**config.mk**
```make
export PLATFORM = sky130hd
export DESIGN_NAME = quad_fp_compare
export DESIGN_NICKNAME = d
export VERILOG_FILES = /design/src/rtl/quad_fp_compare.sv
export SDC_FILE = /design/constraint.sdc
export NUM_CORES = 1
export LEC_CHECK = 0
export CORE_MARGIN = 2
export CORE_UTILIZATION = 40
export CTS_CLUSTER_DIAMETER = 200
export DETAILED_ROUTE_END_ITERATION = 6
export PLACE_DENSITY = 0.83
export SYNTH_ARGS = -nofsm -noshare
export SYNTH_HDL_FRONTEND = slang
export SYNTH_SLANG_ARGS = --single-unit
export TNS_END_PERCENT = 10
```
**constraint.sdc**
```tcl
create_clock -name clk -period 1.65 [get_ports clk]
set_clock_uncertainty 0.2 [all_clocks]
set_input_delay 0.33 -clock clk [delete_from_list [all_inputs] [get_ports clk]]
set_output_delay 0.33 -clock clk [all_outputs]
set_load 0.03 [all_outputs]
```
**src/rtl/quad_fp_compare.sv**
```systemverilog
module quad_fp_compare #(
  parameter int EXP_W  = 15,
  parameter int FRAC_W = 112,
  parameter int STAT_W = 32,
  parameter int F0_LSB = 10,
  parameter int F1_LSB = 22,
  parameter int F2_LSB = 24,
  parameter int F3_LSB = 26
) (
  input  logic                      clk,
  input  logic                      rst_n,
  input  logic                      start,
  input  logic                      sig_mode,
  input  logic [1:0]                fld_sel,
  input  logic                      trap_en,
  input  logic [EXP_W+FRAC_W:0]     op_a,
  input  logic [EXP_W+FRAC_W:0]     op_b,
  output logic [STAT_W-1:0]         status,
  output logic                      done,
  output logic                      invalid,
  output logic                      trap_req
);

  localparam int OP_W = 1 + EXP_W + FRAC_W;
  localparam logic [1:0] CC_EQ = 2'd0;
  localparam logic [1:0] CC_LT = 2'd1;
  localparam logic [1:0] CC_GT = 2'd2;
  localparam logic [1:0] CC_UN = 2'd3;

  function automatic int flsb(input logic [1:0] s);
    case (s)
      2'd0:    flsb = F0_LSB;
      2'd1:    flsb = F1_LSB;
      2'd2:    flsb = F2_LSB;
      default: flsb = F3_LSB;
    endcase
  endfunction

  function automatic logic [STAT_W-1:0] fmask(input logic [1:0] s);
    fmask = STAT_W'(2'b11) << flsb(s);
  endfunction

  logic sign_a, sign_b, nan_a, nan_b, snan_a, snan_b;
  logic zero_pair, same_bits, mag_lt, nan_any, inv_now;
  logic [1:0] cc;
  logic [STAT_W-1:0] status_nxt;

  assign sign_a = op_a[OP_W-1];
  assign sign_b = op_b[OP_W-1];
  assign nan_a  = (&op_a[OP_W-2 -: EXP_W]) && (|op_a[FRAC_W-1:0]);
  assign nan_b  = (&op_b[OP_W-2 -: EXP_W]) && (|op_b[FRAC_W-1:0]);
  assign snan_a = nan_a && !op_a[FRAC_W-1];
  assign snan_b = nan_b && !op_b[FRAC_W-1];
  assign nan_any = nan_a || nan_b;

  assign zero_pair = ~|{op_a[OP_W-2:0], op_b[OP_W-2:0]};
  assign same_bits = (op_a == op_b);
  assign mag_lt    = (op_a < op_b);

  always_comb begin
    if (nan_any)
      cc = CC_UN;
    else if (sign_a != sign_b)
      cc = zero_pair ? CC_EQ : (sign_a ? CC_LT : CC_GT);
    else if (same_bits)
      cc = CC_EQ;
    else
      cc = (mag_lt ^ sign_a) ? CC_LT : CC_GT;
  end

  assign inv_now    = sig_mode ? nan_any : (snan_a || snan_b);
  assign status_nxt = (status & ~fmask(fld_sel)) | (STAT_W'(cc) << flsb(fld_sel));

  always_ff @(posedge clk or negedge rst_n) begin
    if (!rst_n) begin
      status   <= '0;
      done     <= 1'b0;
      invalid  <= 1'b0;
      trap_req <= 1'b0;
    end else begin
      done     <= start;
      invalid  <= start && inv_now;
      trap_req <= start && inv_now && trap_en;
      if (start)
        status <= status_nxt;
    end
  end

  assert_hold_idle_R2: assert property (@(posedge clk) disable iff (!rst_n)
    !start |=> $stable(status));

  assert_other_bits_R2: assert property (@(posedge clk) disable iff (!rst_n)
    start |=> (((status ^ $past(status)) & ~fmask($past(fld_sel))) == '0));

  assert_done_pulse_R9: assert property (@(posedge clk) disable iff (!rst_n)
    start |=> done);

  assert_done_quiet_R9: assert property (@(posedge clk) disable iff (!rst_n)
    !start |=> !done);

  assert_inv_with_done_R9: assert property (@(posedge clk) disable iff (!rst_n)
    invalid |-> done);

  assert_trap_gated_R10: assert property (@(posedge clk) disable iff (!rst_n)
    trap_req |-> (invalid && $past(trap_en)));

  assert_inv_unordered_R3: assert property (@(posedge clk) disable iff (!rst_n)
    (done && invalid) |-> (status[flsb($past(fld_sel)) +: 2] == CC_UN));

endmodule

```
==> results summary <==
After synthesis, the largest family of logic cells by area is adder cells. The initialized floorplan defines 42 standard-cell rows. The worst reg-to-reg path cell count came out at 2. The wire length of the first global-routing pass came out at 38900 µm.

The first-iteration detailed-routing DRC count came out at 498. The count of cells along the worst hold path came out at 0. The total standard cell area after synthesis came out at 5320 µm².

Of the total synthesized cell area, the portion taken by XOR and XNOR cells is 0. Of all cell types, the one taking the most synthesized area is ha_1. For this run, the leading register cell type out of synthesis is dfrtp_1. Relative to the synthesized area, the layout overhead comes to 96.8%. The number of buffers and inverters on the critical path came out at 4.

The maximum buffer depth of the clock tree is 2. The area fraction of the dominant cell type after synthesis came out at 0.315. The average via count per standard cell came out at 5.50.

The synthesized design contains 35 register bits. The share of synthesized registers carrying an async set or reset came out at 1.00. In this design, the stage delay of the slowest critical-path cell is 0.48 ns. The endpoint identified for the worst register-to-register timing path is status[8]. The maximum ir drop on the vdd rail came out at 0.394 mV. The layout has 870 filler cells.

The overall power is 4.30 mW. The proportion of synthesized chip area in sequential cells is 0.165. The placed instance area came out at 9770 µm². Among the stages of the critical path, the cell type that occurs most often is buf_4. For this design, the sink count on the clock tree is 35. The count of flip-flops with a built-in enable after synthesis came out at 0. The total detailed-routing wirelength came out at 25400 µm. After synthesis, the netlist uses 42 different library cells. The count of warnings emitted by yosys is 0. The residual DRC count is 0. The accumulated negative setup slack is -26.13 ns. The critical path data arrival time came out at 3.19 ns. TritonCTS built the clock tree.

The starting utilization of the core area is 0.406. After technology mapping, the gate count stands at 694. The run finished, with violations left. The slowest stage of the critical path is the clkdlybuf4s50_1 cell. The max-cap violation count came out at 0.

The clock slew seen by the registers of the worst setup and hold paths came out at 0.06 ns. The post-route core utilization is 0.800. Of the total synthesized cell area, the portion taken by AND, OR, NAND and NOR gates is 0.255. Across all layers, the routed design uses 7435 vias. The register area is 876 µm². The critical path goes through clkdlybuf4s50_1 > ha_4 > nand4_1 > nor4_2 > buf_4 > and3_4 > buf_4 > o31ai_2 > o211ai_1 > a211oi_2 > buf_4 > a311o_2 > a41oi_2. The upper clock frequency limit is 313 MHz. The multi-input combinational cell area came out at 4420 µm². Including well taps, the total number of placed cells is 1325. The number of max-slew violations in the final report is 0. Hold is met by 0.170 ns. The quantity of hold-fixing buffers added after cts came out at 0. STA classifies the critical path startpoint as a primary input. The final design area excluding fillers is 10500 µm². The reported leakage power is 5.19 nW. The post-layout net count is 1566. The x dimension of the die is 119 µm. The path with the worst hold slack has its endpoint at status[28].

The post-synthesis net count came out at 1091. The tree is rooted in a clkbuf_16. For this run, the total global-route usage over all layers was measured as 0.347.

The highest fanout seen on the critical path came out at 8. The first detailed-routing pass took 5 iterations. The fraction of the mapped netlist area in compound gates is 0.163. By area the synthesized netlist is led by ha_1 32%, dfrtp_1 16%, inv_1 9.5%.

From bottom edge to top edge, the die measures 119 µm. After synthesis, the most frequently instantiated cells are 134 x ha_1, 134 x inv_1, 70 x nor4_1. The minimum period implied by the final worst setup slack is 3.19 ns. The endpoint required time on the critical path is 1.65 ns. In this run the remaining antenna-violating nets after routing total 0. The number of global-route vias before repair came out at 7690.

The initial antenna violation count came out at 6. Entering global routing, the biggest net connects 36 pins. The min-delay analysis places its worst path in the category flip-flop to flip-flop.

The multiplexer share of the synthesized area is 0. The count of final hold-check violations came out at 0. The ratio of cells with drive above 1 in the final layout came out at 0.232. The worst setup path is captured at a flip-flop. Power spread over the standard cell area amounts to 411 nW/µm².

The transition time at the pin with the least slew margin came out at 0.474 ns. The worst slew margin relative to its limit is 0.682. The number of clock buffers inserted by TritonCTS is 5. The worst setup slack after layout came out at -1.54 ns. The final clock period utilization by the worst path came out at 1.94. In this run the critical register-to-register path is launched from status[8]. Setup violations remaining at the end of the flow were counted as 19.

The placeable core region is 13100 µm². The critical path in this run is classified as primary input to flip-flop. After the flow finishes, the layout carries non-filler instances totaling 1352. The global placer's final weighted congestion came out at 0.977. Dividing the detail-routed wire length by the instance count gives 18.8 µm. The HPWL after detailed placement came out at 20700 µm. The clock insertion delay at the later pin of the skew report is 0.28 ns.

The I/O pin total is 298. The worst hold path begins at status[28]. The floorplan die area came out at 14200 µm².

The number of I/O port buffers is 297. Setup repair after global routing could not meet its margin everywhere. The adder-cell area share of the yosys netlist came out at 0.315. The checks that failed: negative setup slack. The worst setup slack after placement is -2.00 ns.

The family of cells with the greatest summed delay on the critical path is buffers and inverters. The post-synthesis area per instance is 7.66 µm². The total grt overflow came out at 0. The clock tree synthesis step divided the H-tree into 2 levels.

In this run the register-to-register setup slack is 0.64 ns.
-- worst max path at each step --
stage	startpoint	endpoint	cells past startpoint
after global routing	op_a[121]	status[20]	13
after floorplan	op_b[55]	status[26]	10
after detailed placement	op_b[87]	status[8]	11
after CTS	op_a[57]	status[22]	10
after global placement	op_b[65]	status[26]	12
final	op_a[123]	status[7]	13
-- power breakdown --
group | internal, mW | switching (mW) | total (mW)
Combinational | 1.31 | 1.11 | 2.42
Clock | 0.558 | 0.357 | 0.915
Sequential | 0.922 | 0.0402 | 0.962
-- cell families (layout without fill, tap and decap cells) --
| kind of cell | Yosys count | in the layout |
|---|---|---|
| AND/OR/NAND/NOR | 242 | 242 |
| buffers and inverters | 144 | 620 |
| AO/OA/AOI/OAI | 139 | 139 |
| adder cells (fa/ha/maj) | 134 | 134 |
| flip-flops | 35 | 35 |
| other | 0 | 6 |
-- what timing repair did --
item,CTS,global route
gates resized for setup,166,30
pin swaps,30,16
setup endpoints to repair,60,26
setup buffers,14,2
-- metal layers --
layer | track usage | wire [µm]
met5 | 0 | 0
met4 | 0.171 | 1380
met3 | 0.0661 | 1910
met2 | 0.609 | 12100
met1 | 0.401 | 10000
-- placed cells by master, fill, tap and decap left out, drive strengths merged, types with 18 or more instances in the layout --
cell type,n
nand2,41
o21ai,25
ha,134
inv,134
nor2,18
dlygate4sd2,74
dfrtp,35
nand4,47
a21oi,61
nor4,71
nand3,24
buf,182
clkdlybuf4s50,199
-- worst reg2reg max path, delay by kind of cell, from the launching register on --
kind | cells | cell delay [ns]
AO/OA/AOI/OAI | 2 | 0.26
flip-flops | 1 | 0.42
-- flip-flops by register name, indices dropped and copies added (netlist names) --
name,cells
done,1
invalid,1
trap_req,1
status,32
-- final cells by class --
| class | instances | area share |
|---|---|---|
| multi-input combinational | 515 | 0.422 |
| timing repair buffer | 478 | 0.410 |
| sequential | 35 | 0.0837 |
| inverter | 134 | 0.0481 |
| tap | 176 | 0.0210 |
| clock buffer | 7 | 0.0127 |
| antenna | 6 | 0.00144 |
| clock inverter | 1 | 0.000478 |
(Power assumes the default switching activity.)
